==> config.mk <==
export PLATFORM = sky130hd
export DESIGN_NAME = audio_fifo_dma
export DESIGN_NICKNAME = d
export VERILOG_FILES = /design/src/rtl/afd_pkg.sv /design/src/rtl/afd_ring.sv /design/src/rtl/afd_datapath.sv /design/src/rtl/afd_ctrl.sv /design/src/rtl/audio_fifo_dma.sv
export SDC_FILE = /design/constraint.sdc
export NUM_CORES = 2
export LEC_CHECK = 0
export ABC_AREA = 1
export ABC_CLOCK_PERIOD_IN_PS = 4900
export BUFFER_PORTS_ARGS = -buffer_cell sky130_fd_sc_hd__buf_2
export CAP_MARGIN = 20
export CELL_PAD_IN_SITES_DETAIL_PLACEMENT = 1
export CELL_PAD_IN_SITES_GLOBAL_PLACEMENT = 1
export CORE_MARGIN = 3
export CORE_UTILIZATION = 47
export CTS_CLUSTER_DIAMETER = 80
export DETAILED_ROUTE_END_ITERATION = 10
export GPL_TIMING_DRIVEN = 0
export MAX_ROUTING_LAYER = met4
export PLACE_DENSITY = 0.81
export SKIP_CTS_REPAIR_TIMING = 1
export SYNTH_ARGS = -nofsm -noshare
export SYNTH_HDL_FRONTEND = slang
export SYNTH_SLANG_ARGS = --single-unit
==> constraint.sdc <==
create_clock -name clk -period 4.9 [get_ports clk]
set_input_delay 0.735 -clock clk [delete_from_list [all_inputs] [get_ports clk]]
set_output_delay 0.735 -clock clk [all_outputs]
set_load 0.02 [all_outputs]
==> src/rtl/afd_pkg.sv <==
package afd_pkg;
  // control -> datapath strobes
  typedef struct packed {
    logic txPush;
    logic txPop;
    logic rxPush;
    logic rxPop;
    logic txClr;
    logic rxClr;
  } afdStrobes_t;

  localparam int OFS_RUN   = 'h04;
  localparam int OFS_QCTL  = 'h0C;
  localparam int OFS_STAT  = 'h10;
  localparam int OFS_IEN   = 'h14;
  localparam int OFS_IFLG  = 'h18;
  localparam int OFS_DATA  = 'h1C;
  localparam int OFS_FRAME = 'h20;

  localparam int TX_THR_LSB = 8;
  localparam int RX_THR_LSB = 16;
  localparam int RX_LVL_LSB = 8;
endpackage

==> src/rtl/afd_ring.sv <==
module afd_ring #(
  parameter int W     = 32,
  parameter int DEPTH = 32,
  localparam int AW    = $clog2(DEPTH),
  localparam int LVL_W = AW + 1
) (
  input  logic             clk,
  input  logic             rstN,
  input  logic             push,
  input  logic             pop,
  input  logic             clr,
  input  logic [W-1:0]     din,
  output logic [W-1:0]     dout,
  output logic [LVL_W-1:0] level
);
  logic [W-1:0]  mem [DEPTH];
  logic [AW-1:0] wrPtr, rdPtr;

  always_ff @(posedge clk) begin
    if (push && !clr) mem[wrPtr] <= din;
  end

  always_ff @(posedge clk or negedge rstN) begin
    if (!rstN) begin
      wrPtr <= '0;
      rdPtr <= '0;
      level <= '0;
    end else if (clr) begin
      wrPtr <= '0;
      rdPtr <= '0;
      level <= '0;
    end else begin
      if (push) wrPtr <= wrPtr + 1'b1;
      if (pop)  rdPtr <= rdPtr + 1'b1;
      case ({push, pop})
        2'b10:   level <= level + 1'b1;
        2'b01:   level <= level - 1'b1;
        default: level <= level;
      endcase
    end
  end

  assign dout = mem[rdPtr];

  a_r2_level_bound: assert property (@(posedge clk) disable iff (!rstN)
    level <= LVL_W'(DEPTH));
  a_r2_no_push_full: assert property (@(posedge clk) disable iff (!rstN)
    push |-> (level != LVL_W'(DEPTH)) || pop);
  a_r4_no_pop_empty: assert property (@(posedge clk) disable iff (!rstN)
    pop |-> level != '0);
  a_r8_clear_empties: assert property (@(posedge clk) disable iff (!rstN)
    clr |=> level == '0);
endmodule

==> src/rtl/afd_datapath.sv <==
module afd_datapath import afd_pkg::*; #(
  parameter int DATA_W = 32,
  parameter int DEPTH  = 32,
  localparam int LVL_W = $clog2(DEPTH) + 1
) (
  input  logic              clk,
  input  logic              rstN,
  input  afdStrobes_t       strb,
  input  logic [DATA_W-1:0] regWdata,
  input  logic [DATA_W-1:0] rxWord,
  output logic [DATA_W-1:0] txHead,
  output logic [DATA_W-1:0] rxHead,
  output logic [LVL_W-1:0]  txLevel,
  output logic [LVL_W-1:0]  rxLevel
);
  // index 0 = playback, index 1 = capture
  logic              qPush [2];
  logic              qPop  [2];
  logic              qClr  [2];
  logic [DATA_W-1:0] qIn   [2];
  logic [DATA_W-1:0] qOut  [2];
  logic [LVL_W-1:0]  qLvl  [2];

  assign qPush[0] = strb.txPush;
  assign qPop[0]  = strb.txPop;
  assign qClr[0]  = strb.txClr;
  assign qIn[0]   = regWdata;
  assign qPush[1] = strb.rxPush;
  assign qPop[1]  = strb.rxPop;
  assign qClr[1]  = strb.rxClr;
  assign qIn[1]   = rxWord;

  for (genvar d = 0; d < 2; d++) begin : g_dir
    afd_ring #(.W(DATA_W), .DEPTH(DEPTH)) u_ring (
      .clk(clk), .rstN(rstN),
      .push(qPush[d]), .pop(qPop[d]), .clr(qClr[d]),
      .din(qIn[d]), .dout(qOut[d]), .level(qLvl[d])
    );
  end

  assign txHead  = qOut[0];
  assign rxHead  = qOut[1];
  assign txLevel = qLvl[0];
  assign rxLevel = qLvl[1];
endmodule

==> src/rtl/afd_ctrl.sv <==
module afd_ctrl import afd_pkg::*; #(
  parameter int DATA_W    = 32,
  parameter int DEPTH     = 32,
  parameter int ADDR_W    = 6,
  parameter int THR_W     = 5,
  parameter int THR_RESET = 16,
  parameter int FRM_W     = 16,
  localparam int LVL_W = $clog2(DEPTH) + 1
) (
  input  logic              clk,
  input  logic              rstN,
  input  logic              regWr,
  input  logic              regRd,
  input  logic [ADDR_W-1:0] regAddr,
  input  logic [DATA_W-1:0] regWdata,
  output logic [DATA_W-1:0] regRdata,
  input  logic              txPull,
  input  logic              rxPush,
  input  logic              frameTick,
  input  logic [DATA_W-1:0] rxHead,
  input  logic [LVL_W-1:0]  txLevel,
  input  logic [LVL_W-1:0]  rxLevel,
  output afdStrobes_t       strb,
  output logic              txDmaReq,
  output logic              rxDmaReq,
  output logic              irq
);
  localparam logic [LVL_W-1:0] FULL = LVL_W'(DEPTH);

  logic [2:0]       runReg;
  logic             txDmaEn, rxDmaEn;
  logic [THR_W-1:0] txThr, rxThr;
  logic [1:0]       clrBits;
  logic [1:0]       intEn, intFlag;
  logic [FRM_W-1:0] frameCnt;

  logic txRun, rxRun;
  assign txRun = runReg[0] && runReg[2];
  assign rxRun = runReg[1] && runReg[2];

  logic wrRun, wrQctl, wrIen, wrIflg, wrData, rdData;
  assign wrRun  = regWr && (regAddr == ADDR_W'(OFS_RUN));
  assign wrQctl = regWr && (regAddr == ADDR_W'(OFS_QCTL));
  assign wrIen  = regWr && (regAddr == ADDR_W'(OFS_IEN));
  assign wrIflg = regWr && (regAddr == ADDR_W'(OFS_IFLG));
  assign wrData = regWr && (regAddr == ADDR_W'(OFS_DATA));
  assign rdData = regRd && (regAddr == ADDR_W'(OFS_DATA));

  logic txEmpty, rxEmpty, txFull, rxFull;
  assign txEmpty = (txLevel == '0);
  assign rxEmpty = (rxLevel == '0);
  assign txFull  = (txLevel == FULL);
  assign rxFull  = (rxLevel == FULL);

  always_comb begin
    strb.txPush = wrData && !txFull;
    strb.txPop  = txPull && txRun && !txEmpty;
    strb.rxPush = rxPush && rxRun && !rxFull;
    strb.rxPop  = rdData && !rxEmpty;
    strb.txClr  = wrQctl && regWdata[0];
    strb.rxClr  = wrQctl && regWdata[1];
  end

  logic underrunEv, overrunEv;
  assign underrunEv = txPull && txRun && txEmpty;
  assign overrunEv  = rxPush && rxRun && rxFull;

  always_ff @(posedge clk or negedge rstN) begin
    if (!rstN) begin
      runReg   <= '0;
      txDmaEn  <= 1'b0;
      rxDmaEn  <= 1'b0;
      txThr    <= THR_W'(THR_RESET);
      rxThr    <= THR_W'(THR_RESET);
      clrBits  <= '0;
      intEn    <= '0;
      intFlag  <= '0;
      frameCnt <= '0;
    end else begin
      if (wrRun) runReg <= regWdata[2:0];
      if (wrQctl) begin
        txDmaEn <= regWdata[4];
        rxDmaEn <= regWdata[5];
        txThr   <= regWdata[TX_THR_LSB +: THR_W];
        rxThr   <= regWdata[RX_THR_LSB +: THR_W];
        clrBits <= regWdata[1:0];
      end else begin
        clrBits <= '0;
      end
      if (wrIen) intEn <= regWdata[1:0];
      intFlag <= (intFlag & ~(wrIflg ? regWdata[1:0] : 2'b00))
               | {overrunEv, underrunEv};
      if (frameTick && (txRun || rxRun)) frameCnt <= frameCnt + 1'b1;
    end
  end

  logic [LVL_W-1:0] txFree;
  assign txFree   = FULL - txLevel;
  assign txDmaReq = txDmaEn && (32'(txFree) >= 32'(txThr));
  assign rxDmaReq = rxDmaEn && (32'(rxLevel) >= 32'(rxThr));
  assign irq      = |(intFlag & intEn);

  always_comb begin
    regRdata = '0;
    case (regAddr)
      ADDR_W'(OFS_RUN):  regRdata[2:0] = runReg;
      ADDR_W'(OFS_QCTL): begin
        regRdata[1:0] = clrBits;
        regRdata[4]   = txDmaEn;
        regRdata[5]   = rxDmaEn;
        regRdata[TX_THR_LSB +: THR_W] = txThr;
        regRdata[RX_THR_LSB +: THR_W] = rxThr;
      end
      ADDR_W'(OFS_STAT): begin
        regRdata[LVL_W-1:0] = txLevel;
        regRdata[RX_LVL_LSB +: LVL_W] = rxLevel;
      end
      ADDR_W'(OFS_IEN):   regRdata[1:0] = intEn;
      ADDR_W'(OFS_IFLG):  regRdata[1:0] = intFlag;
      ADDR_W'(OFS_DATA):  regRdata = rxEmpty ? '0 : rxHead;
      ADDR_W'(OFS_FRAME): regRdata[FRM_W-1:0] = frameCnt;
      default:            regRdata = '0;
    endcase
  end

  a_r9_underrun_sticky: assert property (@(posedge clk) disable iff (!rstN)
    intFlag[0] && !(wrIflg && regWdata[0]) |=> intFlag[0]);
  a_r9_overrun_sticky: assert property (@(posedge clk) disable iff (!rstN)
    intFlag[1] && !(wrIflg && regWdata[1]) |=> intFlag[1]);
  a_r8_clear_selfclears: assert property (@(posedge clk) disable iff (!rstN)
    (clrBits != 2'b00) && !wrQctl |=> clrBits == 2'b00);
  a_r11_frame_step: assert property (@(posedge clk) disable iff (!rstN)
    (frameCnt != $past(frameCnt)) |-> (frameCnt == $past(frameCnt) + 1'b1));
  a_r3_pop_needs_run: assert property (@(posedge clk) disable iff (!rstN)
    (txLevel < $past(txLevel)) && !$past(strb.txClr) |-> $past(txRun));
  a_r4_push_needs_run: assert property (@(posedge clk) disable iff (!rstN)
    (rxLevel > $past(rxLevel)) |-> $past(rxRun));
endmodule

==> src/rtl/audio_fifo_dma.sv <==
module audio_fifo_dma import afd_pkg::*; #(
  parameter int DATA_W    = 32,
  parameter int DEPTH     = 32,
  parameter int ADDR_W    = 6,
  parameter int THR_W     = 5,
  parameter int THR_RESET = 16,
  parameter int FRM_W     = 16
) (
  input  logic              clk,
  input  logic              rstN,
  input  logic              regWr,
  input  logic              regRd,
  input  logic [ADDR_W-1:0] regAddr,
  input  logic [DATA_W-1:0] regWdata,
  output logic [DATA_W-1:0] regRdata,
  input  logic              txPull,
  output logic [DATA_W-1:0] txWord,
  input  logic              rxPush,
  input  logic [DATA_W-1:0] rxWord,
  input  logic              frameTick,
  output logic              txDmaReq,
  output logic              rxDmaReq,
  output logic              irq
);
  localparam int LVL_W = $clog2(DEPTH) + 1;

  afdStrobes_t       strb;
  logic [DATA_W-1:0] txHead, rxHead;
  logic [LVL_W-1:0]  txLevel, rxLevel;

  afd_ctrl #(.DATA_W(DATA_W), .DEPTH(DEPTH), .ADDR_W(ADDR_W), .THR_W(THR_W),
             .THR_RESET(THR_RESET), .FRM_W(FRM_W)) u_ctrl (
    .clk(clk), .rstN(rstN), .regWr(regWr), .regRd(regRd), .regAddr(regAddr),
    .regWdata(regWdata), .regRdata(regRdata), .txPull(txPull), .rxPush(rxPush),
    .frameTick(frameTick), .rxHead(rxHead), .txLevel(txLevel), .rxLevel(rxLevel),
    .strb(strb), .txDmaReq(txDmaReq), .rxDmaReq(rxDmaReq), .irq(irq)
  );

  afd_datapath #(.DATA_W(DATA_W), .DEPTH(DEPTH)) u_dp (
    .clk(clk), .rstN(rstN), .strb(strb), .regWdata(regWdata), .rxWord(rxWord),
    .txHead(txHead), .rxHead(rxHead), .txLevel(txLevel), .rxLevel(rxLevel)
  );

  assign txWord = (txLevel == '0) ? '0 : txHead;
endmodule

# == Word level (Yosys, flattened, before mapping) ==
# Memory sizes are Yosys's and may differ from the RTL's.
# Cells that the tools add are included.
# word_totals
ff_bits,69
ramBits,2048
inputBits,77
out_inout_bits,67
wordCells,115
mem_count,2
# mem_list
name,words,width,read_ports,rd_clocked_by_memory_dff,write_ports,line,rtl
u_dp.g_dir[0].u_ring.mem,32,32,1,0,1,afd_ring.sv:16,logic [W-1:0] mem [DEPTH];
u_dp.g_dir[1].u_ring.mem,32,32,1,0,1,afd_ring.sv:16,
# classes
addsub,10
order_cmp,2
eq_ne,13
muxes,30
n_bitwise,4
n_reduce_logical,39
# op_table
operator,n
$mux 32,2
$mux 5,8
$eq 6x5->1 const B,4
$pmux 6 s2,2
$logic_and 1x1->1,23
$add 5x1->5 const B,4
$pmux 5 s4,1
$eq 6x6->1 const B,3
$add 16x1->16 const B,1
$pmux 2 s7,1
$add 6x1->6 const B,2
$ge 6x5->1,2
$logic_not 6->1,2
$mux 6,2
$sub 6x1->6 const B,2
$mux 11,1
$pmux 5 s2,1
$pmux 2 s2,2
$pmux 2 s4,1
$reduce_bool 2->1,4
$eq 6x3->1 const B,1
$eq 6x4->1 const B,1
$logic_not 1->1,6
$pmux 1 s3,2
12 further kinds,20

# == Depth between registers and ports, before layout ==
# depth
word_depth,7
mapped_depth,19
ltp_nobuf,19

# == Hierarchy ==
# A second synthesis with hierarchy kept.
# hier_totals
hier_cells,7444
area_unflattened_um2,86706.9
# modules_own_cells
mod,n_inst,cells_per_inst,area_per_inst_um2,seq_area_each_um2
afd_ring at u_dp.g_dir[0].u_ring,1,3494,41823.9,31149.9
afd_ring at u_dp.g_dir[1].u_ring,1,3493,41821.4,31149.9
afd_ctrl,1,386,2753.9,928.4
audio_fifo_dma,1,71,307.8,0.0

# == Least setup slack after synthesis ==
# Ideal clock, no wire load.
# synth_path
path_type,input port to flip-flop
startpoint,input port regAddr[3]
endpoint,"memory u_dp.g_dir[1].u_ring.mem[24][0], enable pin"
setup_ns,0.501
arrival_time_ns,4.647
required_ns,4.399
setup_slack_ns,-0.249
path_stages,11
n_path_buf,0
path_cell_list,nand2_1 > inv_2 > nand2_4 > nor3_2 > inv_2 > nor2_4 > inv_2 > nor2_8 > inv_2 > nand3_2 > nor4_1
# synth_via
elab_chain_cells,7
# synth_lines
item,line,rtl
start: declaration,audio_fifo_dma.sv:13,"input logic [ADDR_W-1:0] regAddr,"
$eq 6x4->1,afd_ctrl.sv:43,assign wrQctl = regWr && (regAddr == ADDR_W'(OFS_QCTL));
$logic_and 1x1->1,afd_ctrl.sv:43,
$logic_and 1x1->1,afd_ctrl.sv:61,strb.rxClr = wrQctl && regWdata[1];
$logic_not 1->1,afd_ring.sv:20,if (push && !clr) mem[wrPtr] <= din;
$logic_and 1x1->1,afd_ring.sv:20,
$mux 1,afd_ring.sv:20,
$mux 1 (not written as such),afd_ring.sv:20,
end: declaration,afd_ring.sv:16,
# No other way between the ends.

# == Worst setup path after layout ==
# layout_path
startpoint,register u_dp.g_dir[0].u_ring.rdPtr[0]
endpoint,output port txWord[12]
# layout_via
elab_chain_cells,2
# layout_lines
item,line,rtl
start: declaration,afd_ring.sv:17,"logic [AW-1:0] wrPtr, rdPtr;"
start signal: assignment,afd_ring.sv:34,if (pop) rdPtr <= rdPtr + 1'b1;
$mem_v2 32x32,--,
$mux 32,audio_fifo_dma.sv:44,assign txWord = (txLevel == '0) ? '0 : txHead;
end: declaration,audio_fifo_dma.sv:17,"output logic [DATA_W-1:0] txWord,"
# No other way between the ends.

==> run_results.csv <==
group,metric,value,unit
yosys,ys_seq_area_share,75.4,%
power_and_ir_drop,p_leak,31.7,nW
final_layout,fin_nets,6904,
setup_path,r2r_cells,10,
detailed_routing,drcViolationCount,0,
setup_path,crit_cells,10,
timing,whs,0.196,ns
detailed_routing,vias,65495,
global_routing,grt_pass1_wl,481000,µm
yosys,synth_seq_cells,2117,
timing,layout_setup_ws,-0.197,ns
global_routing,grt_overflow_total,0,
setup_path,critPathCaptureType,"primary output",
yosys,ys.warnings.count,0,
run,cap_violations,0,
clock_network,clk_pin_slew_worst_paths,0.06,ns
floorplan,die_x,428,µm
yosys,yosys-top-cells-area,"edfxtp_1 73%, o21ai_0 6.5%, nor2_1 5.2%",
timing,final.setup.tns,-1.91,ns
clock_network,cts_tree,"done",
setup_path,worstSetupPathType,"reg2out",
setup_path,cp_slowest_cell,"o211ai_1",
floorplan,coreArea,177000,µm²
clock_network,cts.sinks,2117,
min_path,whs_path_depth,3,
timing,fmaxAchievable,196,MHz
timing,fin_crit,5.10,ns
yosys,ys_async_sr_fraction,3.26,%
timing,skew,0.0645,ns
global_routing,grt_util_all_layers,37.5,%
setup_path,critical_path_buf_inv_count,5,
placed_design,globalplace.congestion,0.954,
placed_design,place.port_buffers,143,
setup_path,cp_max_fo,14,
timing,drv_slew,0,
min_path,min_path_type,"in2reg",
yosys,synth-main-ff-cell,"edfxtp_1",
floorplan,die_area,184000,µm²
global_routing,antenna_found_initial,39,
clock_network,htree_levels,4,
floorplan,ios,144,
floorplan,rows,154,
detailed_routing,vias_per_cell,6.99,
final_layout,fin_cells,9364,
setup_path,arrival,4.36,ns
final_layout,area_delta_synth_final,15.4,%
clock_network,clk_path_buf_depth,3,
setup_path,critPathTopFamily,"compound AO/OA/AOI/OAI gates",
timing,setup_violations,28,
yosys,syn_area,83800,µm²
timing,worst_pin_slew,1.28,ns
detailed_routing,antenna_left,0,
yosys,yosysUniqueCellTypes,49,
yosys,netlist.area_leader.share,73.3,%
yosys,syn_inst,6334,
run_status,status,"finished, violations left",
final_layout,drive_above_1_share,12.5,%
floorplan,start_util,47.5,%
yosys,syn-num-nets,6435,
setup_path,crit_chain,"buf_12, inv_4, buf_4, clkbuf_2, o21ai_0, o22ai_1, o211ai_1, nand4_1, and3_1, buf_2",
floorplan,die_y,428,µm
detailed_routing,first_iter_violations,13162,
setup_path,required,4.16,ns
placed_design,dp_slack,0.490,ns
detailed_routing,wire_per_inst,36.9,µm
setup_path,slowest_delay,0.86,ns
timing,finalHoldViolations,0,
clock_network,cts_made_buffers,208,
timing,post-route-period-util,104,%
power_and_ir_drop,peakVddDrop,0.000469,V
yosys,syn_avg_cell_area,13.2,µm²
global_routing,grt_pass1_vias,66119,
yosys,synth_area_leader_cell,"edfxtp_1",
setup_path,start_kind,"flip-flop",
clock_network,cts_root_buf,"clkbuf_16",
power_and_ir_drop,p_per_area,535,nW/µm²
setup_path,ff2ff_setup_slack,0.96,ns
detailed_routing,dr.pass1.iters,7,
detailed_routing,routed_wl,346000,µm
yosys,synth-edff-count,2048,
clock_network,clock_latency,0.89,ns
run_status,violations,"setup timing",
placed_design,dp_cells,8926,
timing,slew_headroom,13.7,%
global_routing,grt_max_degree,53,
placed_design,place_hpwl,222000,µm
[flip-flops by register name, indices dropped and copies added, names as in the netlist]
name / cells
u_ctrl.clrBits: 2
u_ctrl.frameCnt: 16
u_ctrl.intEn: 2
u_ctrl.intFlag: 2
u_ctrl.runReg: 3
u_ctrl.rxDmaEn: 1
u_ctrl.rxThr: 5
u_ctrl.txDmaEn: 1
u_ctrl.txThr: 5
u_dp.g_dir.u_ring.level: 12
u_dp.g_dir.u_ring.mem: 2048
u_dp.g_dir.u_ring.rdPtr: 10
u_dp.g_dir.u_ring.wrPtr: 10
[layout by cell type (no fill, tap or decap), types with 19 or more instances in the layout]
cell / netlist / final
a21oi_1: 44 / 44
nor2_1: 1166 / 1108
clkbuf_1: 269 / 274
clkbuf_16: 0 / 209
buf_2: 120 / 244
o22ai_1: 317 / 317
dfrtp_1: 67 / 66
buf_12: 0 / 52
nand3_1: 169 / 166
clkinv_1: 3 / 58
clkinv_2: 0 / 24
o21ai_0: 1093 / 1092
diode_2: 0 / 43
ha_1: 24 / 24
nand4_1: 105 / 105
nand2_1: 383 / 383
and3_1: 40 / 39
buf_4: 24 / 62
edfxtp_1: 2048 / 2048
nor2_4: 6 / 63
o211ai_1: 42 / 42
o221ai_1: 181 / 175
buf_6: 5 / 19
clkbuf_2: 0 / 50
inv_1: 80 / 79
clkbuf_4: 0 / 22
[cell families after synthesis]
family                     after synthesis  synth area share (%)
and+or+nand+nor                       1916                  9.55
buffers and inverters                  537                  2.74
xor gates and xnor gates                19                 0.198
DFF                                   2117                  75.4
muxes                                    1                0.0134
AOI/OAI and AO/OA                     1720                  11.7
adders and majority gates               24                 0.358
[cell type report]
class | count | area, µm²
Multi-Input combinational cell | 3680 | 18900
Antenna cell | 43 | 108
Timing Repair Buffer | 263 | 2550
Buffer | 432 | 2100
Clock inverter | 110 | 1050
Tap cell | 2340 | 2930
Clock buffer | 278 | 5530
Inverter | 101 | 385
Fill cell | 17339 | 79900
Sequential cell | 2117 | 63200
[final timing paths]
path | start | to
worst min register to register | u_ctrl.frameCnt[7] | u_ctrl.frameCnt[7]
min in group asynchronous | rstN | u_ctrl.runReg[1]
max in group asynchronous | rstN | u_ctrl.rxThr[4]
worst min-delay path | rxPush | u_ctrl.intFlag[1]
worst max-delay path | u_dp.g_dir[0].u_ring.rdPtr[0] | txWord[12]
worst max register to register | u_dp.g_dir[0].u_ring.level[0] | u_dp.g_dir[0].u_ring.mem[8][26]
[per-layer routing]
layer  up-vias  routed length (µm)  part of all wire (%)  global-route usage (%)
li1      24800                   -                     -                       -
met1     32377              113000                    33                    45.8
met2      6744              152000                    44                    54.4
met3      1574               55500                    16                    12.6
met4         0               25000                   7.2                    22.3
met5         -                   0                     0                       -
[cell usage after synthesis, types with 2 or more instances]
master / instances
nand4_1: 105
nand2_4: 3
nor2_2: 5
nor2_1: 1166
nand2_1: 383
buf_1: 18
clkinv_1: 3
a21oi_1: 44
and3_1: 40
a31oi_1: 6
xnor2_1: 4
buf_2: 120
nor4_1: 6
dfstp_2: 2
o211ai_1: 42
xor2_1: 15
edfxtp_1: 2048
buf_4: 24
nand2_2: 2
dfrtp_1: 67
a211oi_1: 2
o221ai_1: 181
nand3_1: 169
clkbuf_1: 269
nor2_8: 2
inv_1: 80
o21ai_0: 1093
inv_2: 18
o22ai_1: 317
o21ai_1: 24
nor3_1: 17
ha_1: 24
o21a_1: 2
nor2_4: 6
nand4_2: 4
nand3_2: 5
buf_6: 5
a22oi_1: 2
[report_power, final]
group	switching [W]	total, W	internal, W	leakage, nW
clock	0.00738	0.0159	0.00857	3.18
combinational	0.0119	0.0155	0.00366	9.31
sequential	0.000201	0.0202	0.0200	19.2
total	0.0195	0.0517	0.0323	31.7
[per-stage QoR]
stage	total power (W)	instance area [µm²]	utilization [%]
after floorplan	0.0280	83800	-
after global placement	0.0337	87500	49.5
after detailed placement	0.0346	89700	50.7
after CTS	0.0504	96200	54.5
after global routing	0.0526	96700	54.8
final	0.0517	96800	54.8
[tightest hold or removal path, cell delays in order]
cell and delay (ns):
buf_2 0.11, nand3_1 0.09, o21ai_0 0.09
No activity file was read; power rests on OpenSTA's default activity.
